==> src/rtl/bl_ram_pkg.sv <==
`timescale 1ns/1ps
package bl_ram_pkg;

  // Four-state level code carried on every line and in every cell.
  typedef enum logic [1:0] {
    LV_LO = 2'b00,
    LV_HI = 2'b01,
    LV_X  = 2'b10,
    LV_Z  = 2'b11
  } lv_e;

  localparam int unsigned LV_W = 2;

  // Merge of two weak drivers on one line.
  function automatic logic [1:0] lv_merge(input logic [1:0] a, input logic [1:0] b);
    if (a == b) return a;
    return LV_X;
  endfunction

endpackage

==> src/rtl/bl_rst_sync.sv <==
`timescale 1ns/1ps
module bl_rst_sync #(
  parameter int unsigned STAGES = 2
) (
  input  logic clk_i,
  input  logic arst_ni,
  output logic rst_no
);

  logic [STAGES-1:0] sync_q;
  logic [STAGES-1:0] sync_d;

  always_comb begin
    sync_d = {sync_q[STAGES-2:0], 1'b1};
  end

  always_ff @(posedge clk_i or negedge arst_ni) begin
    if (!arst_ni) begin
      sync_q <= '0;
    end else begin
      sync_q <= sync_d;
    end
  end

  assign rst_no = sync_q[STAGES-1];

endmodule

==> src/rtl/bl_line_resolve.sv <==
`timescale 1ns/1ps
module bl_line_resolve
  import bl_ram_pkg::*;
#(
  parameter int unsigned ROWS = 4
) (
  input  logic [1:0]        ext_i,
  input  logic [ROWS-1:0]   sel_i,
  input  logic [2*ROWS-1:0] cell_i,
  input  logic [1:0]        charge_i,
  output logic [1:0]        line_o
);

  logic       hit;
  logic [1:0] agg;

  // Weak drive from selected cells; disagreement gives unknown.
  always_comb begin
    hit = 1'b0;
    agg = LV_Z;
    for (int r = 0; r < int'(ROWS); r++) begin
      if (sel_i[r]) begin
        if (!hit) begin
          agg = cell_i[2*r +: 2];
        end else begin
          agg = lv_merge(agg, cell_i[2*r +: 2]);
        end
        hit = 1'b1;
      end
    end
  end

  // Strong external drive, then weak cell drive, then held charge.
  always_comb begin
    if (ext_i != LV_Z) begin
      line_o = ext_i;
    end else if (hit) begin
      line_o = agg;
    end else begin
      line_o = charge_i;
    end
  end

endmodule

==> src/rtl/bl_line_keeper.sv <==
`timescale 1ns/1ps
module bl_line_keeper
  import bl_ram_pkg::*;
#(
  parameter int unsigned LINES = 16
) (
  input  logic               clk_i,
  input  logic               rst_ni,
  input  logic [2*LINES-1:0] line_i,
  output logic [2*LINES-1:0] charge_o
);

  logic [2*LINES-1:0] charge_q;
  logic [2*LINES-1:0] charge_d;
  logic [LINES-1:0]   upd;

  for (genvar i = 0; i < LINES; i++) begin : g_upd
    assign upd[i] = (line_i[2*i +: 2] != charge_q[2*i +: 2]);
  end

  always_comb begin
    charge_d = charge_q;
    for (int i = 0; i < int'(LINES); i++) begin
      if (upd[i]) begin
        charge_d[2*i +: 2] = line_i[2*i +: 2];
      end
    end
  end

  always_ff @(posedge clk_i or negedge rst_ni) begin
    if (!rst_ni) begin
      charge_q <= {LINES{LV_Z}};
    end else begin
      charge_q <= charge_d;
    end
  end

  assign charge_o = charge_q;

endmodule

==> src/rtl/bl_cell_store.sv <==
`timescale 1ns/1ps
module bl_cell_store
  import bl_ram_pkg::*;
#(
  parameter int unsigned ROWS = 4,
  parameter int unsigned COLS = 8
) (
  input  logic                   clk_i,
  input  logic                   rst_ni,
  input  logic [ROWS-1:0]        sel_i,
  input  logic [2*COLS-1:0]      bl_t_i,
  input  logic [2*COLS-1:0]      bl_c_i,
  output logic [2*ROWS*COLS-1:0] cell_t_o,
  output logic [2*ROWS*COLS-1:0] cell_c_o
);

  localparam int unsigned ROW_W = 2 * COLS;

  for (genvar r = 0; r < ROWS; r++) begin : g_row
    logic             row_en;
    logic [ROW_W-1:0] t_q, t_d;
    logic [ROW_W-1:0] c_q, c_d;

    assign row_en = sel_i[r];

    always_comb begin
      t_d = t_q;
      c_d = c_q;
      if (row_en) begin
        t_d = bl_t_i;
        c_d = bl_c_i;
      end
    end

    always_ff @(posedge clk_i or negedge rst_ni) begin
      if (!rst_ni) begin
        t_q <= {COLS{LV_X}};
        c_q <= {COLS{LV_X}};
      end else begin
        t_q <= t_d;
        c_q <= c_d;
      end
    end

    // Flat cell index is row*COLS+col.
    assign cell_t_o[r*ROW_W +: ROW_W] = t_q;
    assign cell_c_o[r*ROW_W +: ROW_W] = c_q;
  end

endmodule

==> src/rtl/bl_diff_ram_array.sv <==
`timescale 1ns/1ps
module bl_diff_ram_array
  import bl_ram_pkg::*;
#(
  parameter int unsigned ROWS = 4,
  parameter int unsigned COLS = 8,
  localparam int unsigned RW  = $clog2(ROWS),
  localparam int unsigned BW  = 2 * COLS
) (
  input  logic            clk_i,
  input  logic            arst_ni,
  input  logic [ROWS-1:0] row_sel_i,
  input  logic [BW-1:0]   drv_t_i,
  input  logic [BW-1:0]   drv_c_i,
  input  logic [RW-1:0]   probe_row_i,
  output logic [BW-1:0]   bl_t_o,
  output logic [BW-1:0]   bl_c_o,
  output logic [BW-1:0]   probe_t_o,
  output logic [BW-1:0]   probe_c_o
);

  localparam int unsigned CELLS_W = 2 * ROWS * COLS;

  if (ROWS < 2 || COLS > 32) begin : g_bad_size
    $error("bl_diff_ram_array needs ROWS >= 2 and COLS <= 32");
  end

  logic               rst_sync_n;
  logic [CELLS_W-1:0] cell_t;
  logic [CELLS_W-1:0] cell_c;
  logic [2*BW-1:0]    charge;
  logic [BW-1:0]      bl_t;
  logic [BW-1:0]      bl_c;

  bl_rst_sync #(.STAGES(2)) u_rst (
    .clk_i   (clk_i),
    .arst_ni (arst_ni),
    .rst_no  (rst_sync_n)
  );

  for (genvar c = 0; c < COLS; c++) begin : g_col
    logic [2*ROWS-1:0] col_t;
    logic [2*ROWS-1:0] col_c;

    for (genvar r = 0; r < ROWS; r++) begin : g_tap
      assign col_t[2*r +: 2] = cell_t[2*(r*COLS+c) +: 2];
      assign col_c[2*r +: 2] = cell_c[2*(r*COLS+c) +: 2];
    end

    bl_line_resolve #(.ROWS(ROWS)) u_res_t (
      .ext_i    (drv_t_i[2*c +: 2]),
      .sel_i    (row_sel_i),
      .cell_i   (col_t),
      .charge_i (charge[2*c +: 2]),
      .line_o   (bl_t[2*c +: 2])
    );

    bl_line_resolve #(.ROWS(ROWS)) u_res_c (
      .ext_i    (drv_c_i[2*c +: 2]),
      .sel_i    (row_sel_i),
      .cell_i   (col_c),
      .charge_i (charge[BW + 2*c +: 2]),
      .line_o   (bl_c[2*c +: 2])
    );
  end

  bl_line_keeper #(.LINES(2*COLS)) u_keep (
    .clk_i    (clk_i),
    .rst_ni   (rst_sync_n),
    .line_i   ({bl_c, bl_t}),
    .charge_o (charge)
  );

  bl_cell_store #(.ROWS(ROWS), .COLS(COLS)) u_cells (
    .clk_i    (clk_i),
    .rst_ni   (rst_sync_n),
    .sel_i    (row_sel_i),
    .bl_t_i   (bl_t),
    .bl_c_i   (bl_c),
    .cell_t_o (cell_t),
    .cell_c_o (cell_c)
  );

  always_comb begin
    probe_t_o = {COLS{LV_X}};
    probe_c_o = {COLS{LV_X}};
    for (int r = 0; r < int'(ROWS); r++) begin
      if (probe_row_i == RW'(r)) begin
        probe_t_o = cell_t[r*BW +: BW];
        probe_c_o = cell_c[r*BW +: BW];
      end
    end
  end

  assign bl_t_o = bl_t;
  assign bl_c_o = bl_c;

endmodule

==> config.mk <==
export PLATFORM = sky130hd
export DESIGN_NAME = bl_diff_ram_array
export DESIGN_NICKNAME = d
export VERILOG_FILES = /design/src/rtl/bl_ram_pkg.sv /design/src/rtl/bl_rst_sync.sv /design/src/rtl/bl_line_resolve.sv /design/src/rtl/bl_line_keeper.sv /design/src/rtl/bl_cell_store.sv /design/src/rtl/bl_diff_ram_array.sv
export SDC_FILE = /design/constraint.sdc
export NUM_CORES = 1
export LEC_CHECK = 0
export ABC_AREA = 1
export BUFFER_PORTS_ARGS = -buffer_cell sky130_fd_sc_hd__buf_4
export CAP_MARGIN = 20
export CORE_AREA = 2 2 190 192
export CTS_BUF_LIST = sky130_fd_sc_hd__clkbuf_8 sky130_fd_sc_hd__clkbuf_16
export CTS_CLUSTER_SIZE = 24
export DETAILED_ROUTE_END_ITERATION = 16
export DIE_AREA = 0 0 192 194
export GPL_ROUTABILITY_DRIVEN = 0
export PLACE_DENSITY = 0.49
export SYNTH_ARGS = -nofsm -noshare
export SYNTH_HDL_FRONTEND = slang
export SYNTH_SLANG_ARGS = --single-unit
==> constraint.sdc <==
create_clock -name clk_i -period 6.8 [get_ports clk_i]
set_input_delay 0.68 -clock clk_i [delete_from_list [all_inputs] [get_ports clk_i]]
set_output_delay 0.68 -clock clk_i [all_outputs]
set_load 0.01 [all_outputs]
==> summary.md <==
| Metric | Value |
|---|---|
| Status | `complete, no violations` |
| Initial antenna violation count | `1` |
| Adder-cell area share of the yosys netlist | `0` |
| Combinational fraction of design power | `0.255` |
| Reg power frac | `0.391` |
| Crit path DAT | `3.80 ns` |
| CP most frequent cell | `nand2_1` |
| Asr flop ratio synth | `1.000` |
| Psw | `1.048 mW` |
| I/O Buffers | `103` |
| Die Ht | `194 um` |
| Setup Crit Path Kind | `input port to output pin` |
| Boundary Pins | `104` |
| First-pass GRT wire length | `62.13 mm` |
| Post-synth EDFFs | `0` |
| Worst hold path class | `flop to flop` |
| Post-Synth Simple-Gate Area | `0.4040` |
| Syn. warnings | `0` |
| DP Wirelength | `24.73 mm` |
| Worst-margin pin slew | `0.9667 ns` |
| Post-synthesis compound-gate area fraction | `0.1327` |
| Antenna-violating nets left | `0` |
| Post-CTS Resized | `0` |
| Switch share | `0.3399` |
| Post-layout nets | `1907` |
| Sequential area share after synthesis | `0.3629` |
| Fmax | `223.1 MHz` |
| Fillcell total | `3853` |
| CP startpoint kind | `input port` |
| Clock Skews | `0.007408 ns` |
| Antenna Cells | `0` |
| Pwr dens | `232.1 nW/um^2` |
| Number of synthesized register bits | `162` |
| Residual DRC | `0` |
| Vias in the first global route | `11.14k` |
| Clk sinks | `162` |
| CTS max path bufs | `2` |
| Die Wd | `192 um` |
| FF-to-FF setup slack | `4.60 ns` |
| Setup crit end kind | `output pin` |
| Cts bufs inserted | `17` |
| Clk_lat worst skew | `0.45 ns` |
| Overflow after GRT | `0` |
| Root Buffer | `clkbuf_16` |
| Layout area overhead | `15.54%` |
| First drt pass iteration count | `5` |
| Syn Nets | `1843` |
| Leakage | `6.956 nW` |
| Unique masters post-synth | `39` |
| Post CTS Setup Buffer Count | `0` |
| Fin util | `0.3773` |
| Clock-pin slew on the worst setup and hold paths | `0.07 ns` |
| Vias per inst | `5.009` |
| Post-Synthesis Cells | `1803` |
| Slew HR | `0.3548` |
| Row count | `69` |
| Vias | `11.73k` |
| H-tree levels | `4` |
| P_int | `2.036 mW` |
| Initial DRC count | `726` |
| Mux cell area share after synthesis | `0` |
| Tcrit/Tclk final | `0.6590` |
| Setup TNS | `0 ns` |
| # setup viols final | `0` |
| Routed WL | `39.28 mm` |
| Syn Std Cell Area | `11500 um^2` |
| Global Route Usage Sum | `0.2155` |
| Largest family of logic cells by synthesized area | `simple AND/OR/NAND/NOR gates` |
| Delay-heaviest family, CP | `simple AND/OR/NAND/NOR gates` |
| Synth Area in XOR/XNOR | `0.003807` |
| Critical Path, Cell by Cell | `buf_4, nor2_4, inv_2, nor2_2, inv_1, nor2_1, a21oi_1, nand2_1, nand2_1, nand2_1, nor2_1, nand2_1, nand2_1, nand2_1, nand2_1, a21boi_0, buf_4` |
| Fin. max-slew vios | `0` |
| Initial Utilization | `0.3265` |
| Clock network power share | `0.354` |
| CP max stage delay | `0.78 ns` |
| Core area | `35220 um^2` |
| Largest net degree at the start of global routing | `65` |
| Share of cells above drive strength 1 | `0.1543` |
| Die area | `37250 um^2` |
| Critical Path Fanout Max | `47` |
| RSZ-0062 raised after global routing | `no` |
| Final hold vios | `0` |
| Cts hold-fix bufs | `1` |
| CP max stage cell | `nor2_2` |
| Main synth FF type | `dfstp_2` |
| Max-cap violations | `0` |
| Bufs and invs on worst path | `4` |
| Clock period minus worst slack | `4.481 ns` |
| Syn Area/Cell | `6.380 um^2` |
| Worst Path Required | `6.12 ns` |
| Routed length per placed instance | `16.78 um` |
| Worst VDD drop | `0.0001972 V` |
| CTS tree | `yes` |
sequential cells by signal, indices dropped and copies added (netlist names):
register / cells
u_cells.g_row.t_q: 64
u_cells.g_row.c_q: 64
u_keep.charge_o: 32
u_rst.sync_q: 2
layout make-up:
type / count / area (um^2) / share of cell area
Multi-Input combinational cell: 1366 / 6236 / 0.4692
Sequential cell: 162 / 4178 / 0.3143
Clock inverter: 15 / 216.5 / 0.01629
Tap cell: 461 / 576.8 / 0.04340
Clock buffer: 17 / 425.4 / 0.03201
Timing Repair Buffer: 121 / 910.9 / 0.06854
Inverter: 199 / 747.0 / 0.05620
metrics by stage:
stage               area [um^2]  cells  hold slack, ns  setup slack (ns)  power, mW
floorplan                 11500   1803          0.3312             2.120      1.734
finish                    13290   2341          0.3488             2.319      3.084
global route              13290   2341          0.3625             2.053      3.281
global placement          12640   2308          0.3312             2.342      2.003
detailed placement        12640   2308          0.3364             2.289      2.008
CTS                       13290   2341          0.3528             2.273      3.116
routing by layer:
metal	vias up	GRT usage	wire length, um
li1	5898	-	-
met1	5509	0.2987	18530
met2	287	0.3554	18350
met3	31	0.03330	1970
met4	2	0.04297	418
met5	-	0	13
worst reg2reg max path, stage by stage (launching register included):
cell,delay [ns]
dfstp_2,0.54
inv_1,0.07
nand3_1,0.08
nand2_1,0.05
nand2_1,0.09
nand2_1,0.07
nand2_1,0.06
nand3_1,0.13
nand2_1,0.13
nand2_1,0.09
nand2_1,0.10
nand2_1,0.07
o21bai_1,0.12
o211ai_1,0.15
nand2_1,0.22
nand3_1,0.09
nand2_1,0.08
final timing paths:
check | from | to | depth (start not counted)
worst max-delay path | row_sel_i[1] | bl_t_o[13] | 17
worst min-delay path | u_rst.sync_q[0] | u_rst.sync_q[1] | 0
worst max register to register | u_cells.g_row[0].t_q[9] | u_cells.g_row[1].t_q[8] | 16
worst min register to register | u_rst.sync_q[0] | u_rst.sync_q[1] | 0
max in group asynchronous | u_rst.sync_q[1] | u_cells.g_row[3].t_q[2] | 1
min in group asynchronous | u_rst.sync_q[1] | u_cells.g_row[0].c_q[0] | 0
power by group through the flow:
stage | clock network [mW] | registers (mW) | logic, mW
finish | 1.09 | 1.20 | 0.787
global route | 1.16 | 1.22 | 0.901
CTS | 1.12 | 1.20 | 0.793
detailed placement | 0 | 1.22 | 0.790
global placement | 0 | 1.22 | 0.785
floorplan | 0 | 1.20 | 0.535
placed cells by master, fill, tap and decap left out, types with 6 or more instances in the layout:
cell         n
dfrtp_1     65
nand2_2     16
inv_1      194
o21ai_1     18
clkbuf_16   17
dfstp_2     96
o22ai_1      9
a21boi_1     8
nor2_2       6
o211ai_1     7
buf_4      120
o2111ai_1    6
nand2_1    778
a21oi_1     39
o221ai_1    16
o21ai_0     74
nor2_1      36
a21boi_0    52
nand3_1    259
cells by family after synthesis:
group / count (synthesis)
DFF: 162
AOI/OAI and AO/OA: 243
other: 1
buffers and inverters: 275
and+or+nand+nor: 1117
xor gates and xnor gates: 5
cell usage after synthesis, types with 6 or more instances:
library cell | number | area (um^2)
nor2_1 | 39 | 146.4
nand2_1 | 779 | 2924
clkbuf_1 | 41 | 153.9
dfrtp_1 | 66 | 1652
inv_1 | 193 | 724.4
a21oi_1 | 39 | 195.2
o221ai_1 | 16 | 140.1
buf_4 | 7 | 52.55
buf_1 | 9 | 33.78
dfstp_2 | 96 | 2522
o211ai_1 | 7 | 52.55
a21boi_1 | 8 | 60.06
o21ai_1 | 18 | 90.09
buf_2 | 15 | 75.07
o2111ai_1 | 6 | 52.55
o21ai_0 | 74 | 370.4
nand3_1 | 259 | 1296
o22ai_1 | 9 | 56.30
a21boi_0 | 52 | 390.4
nand2_2 | 15 | 93.84
Note: power is estimated with default switching activity, not from simulation.
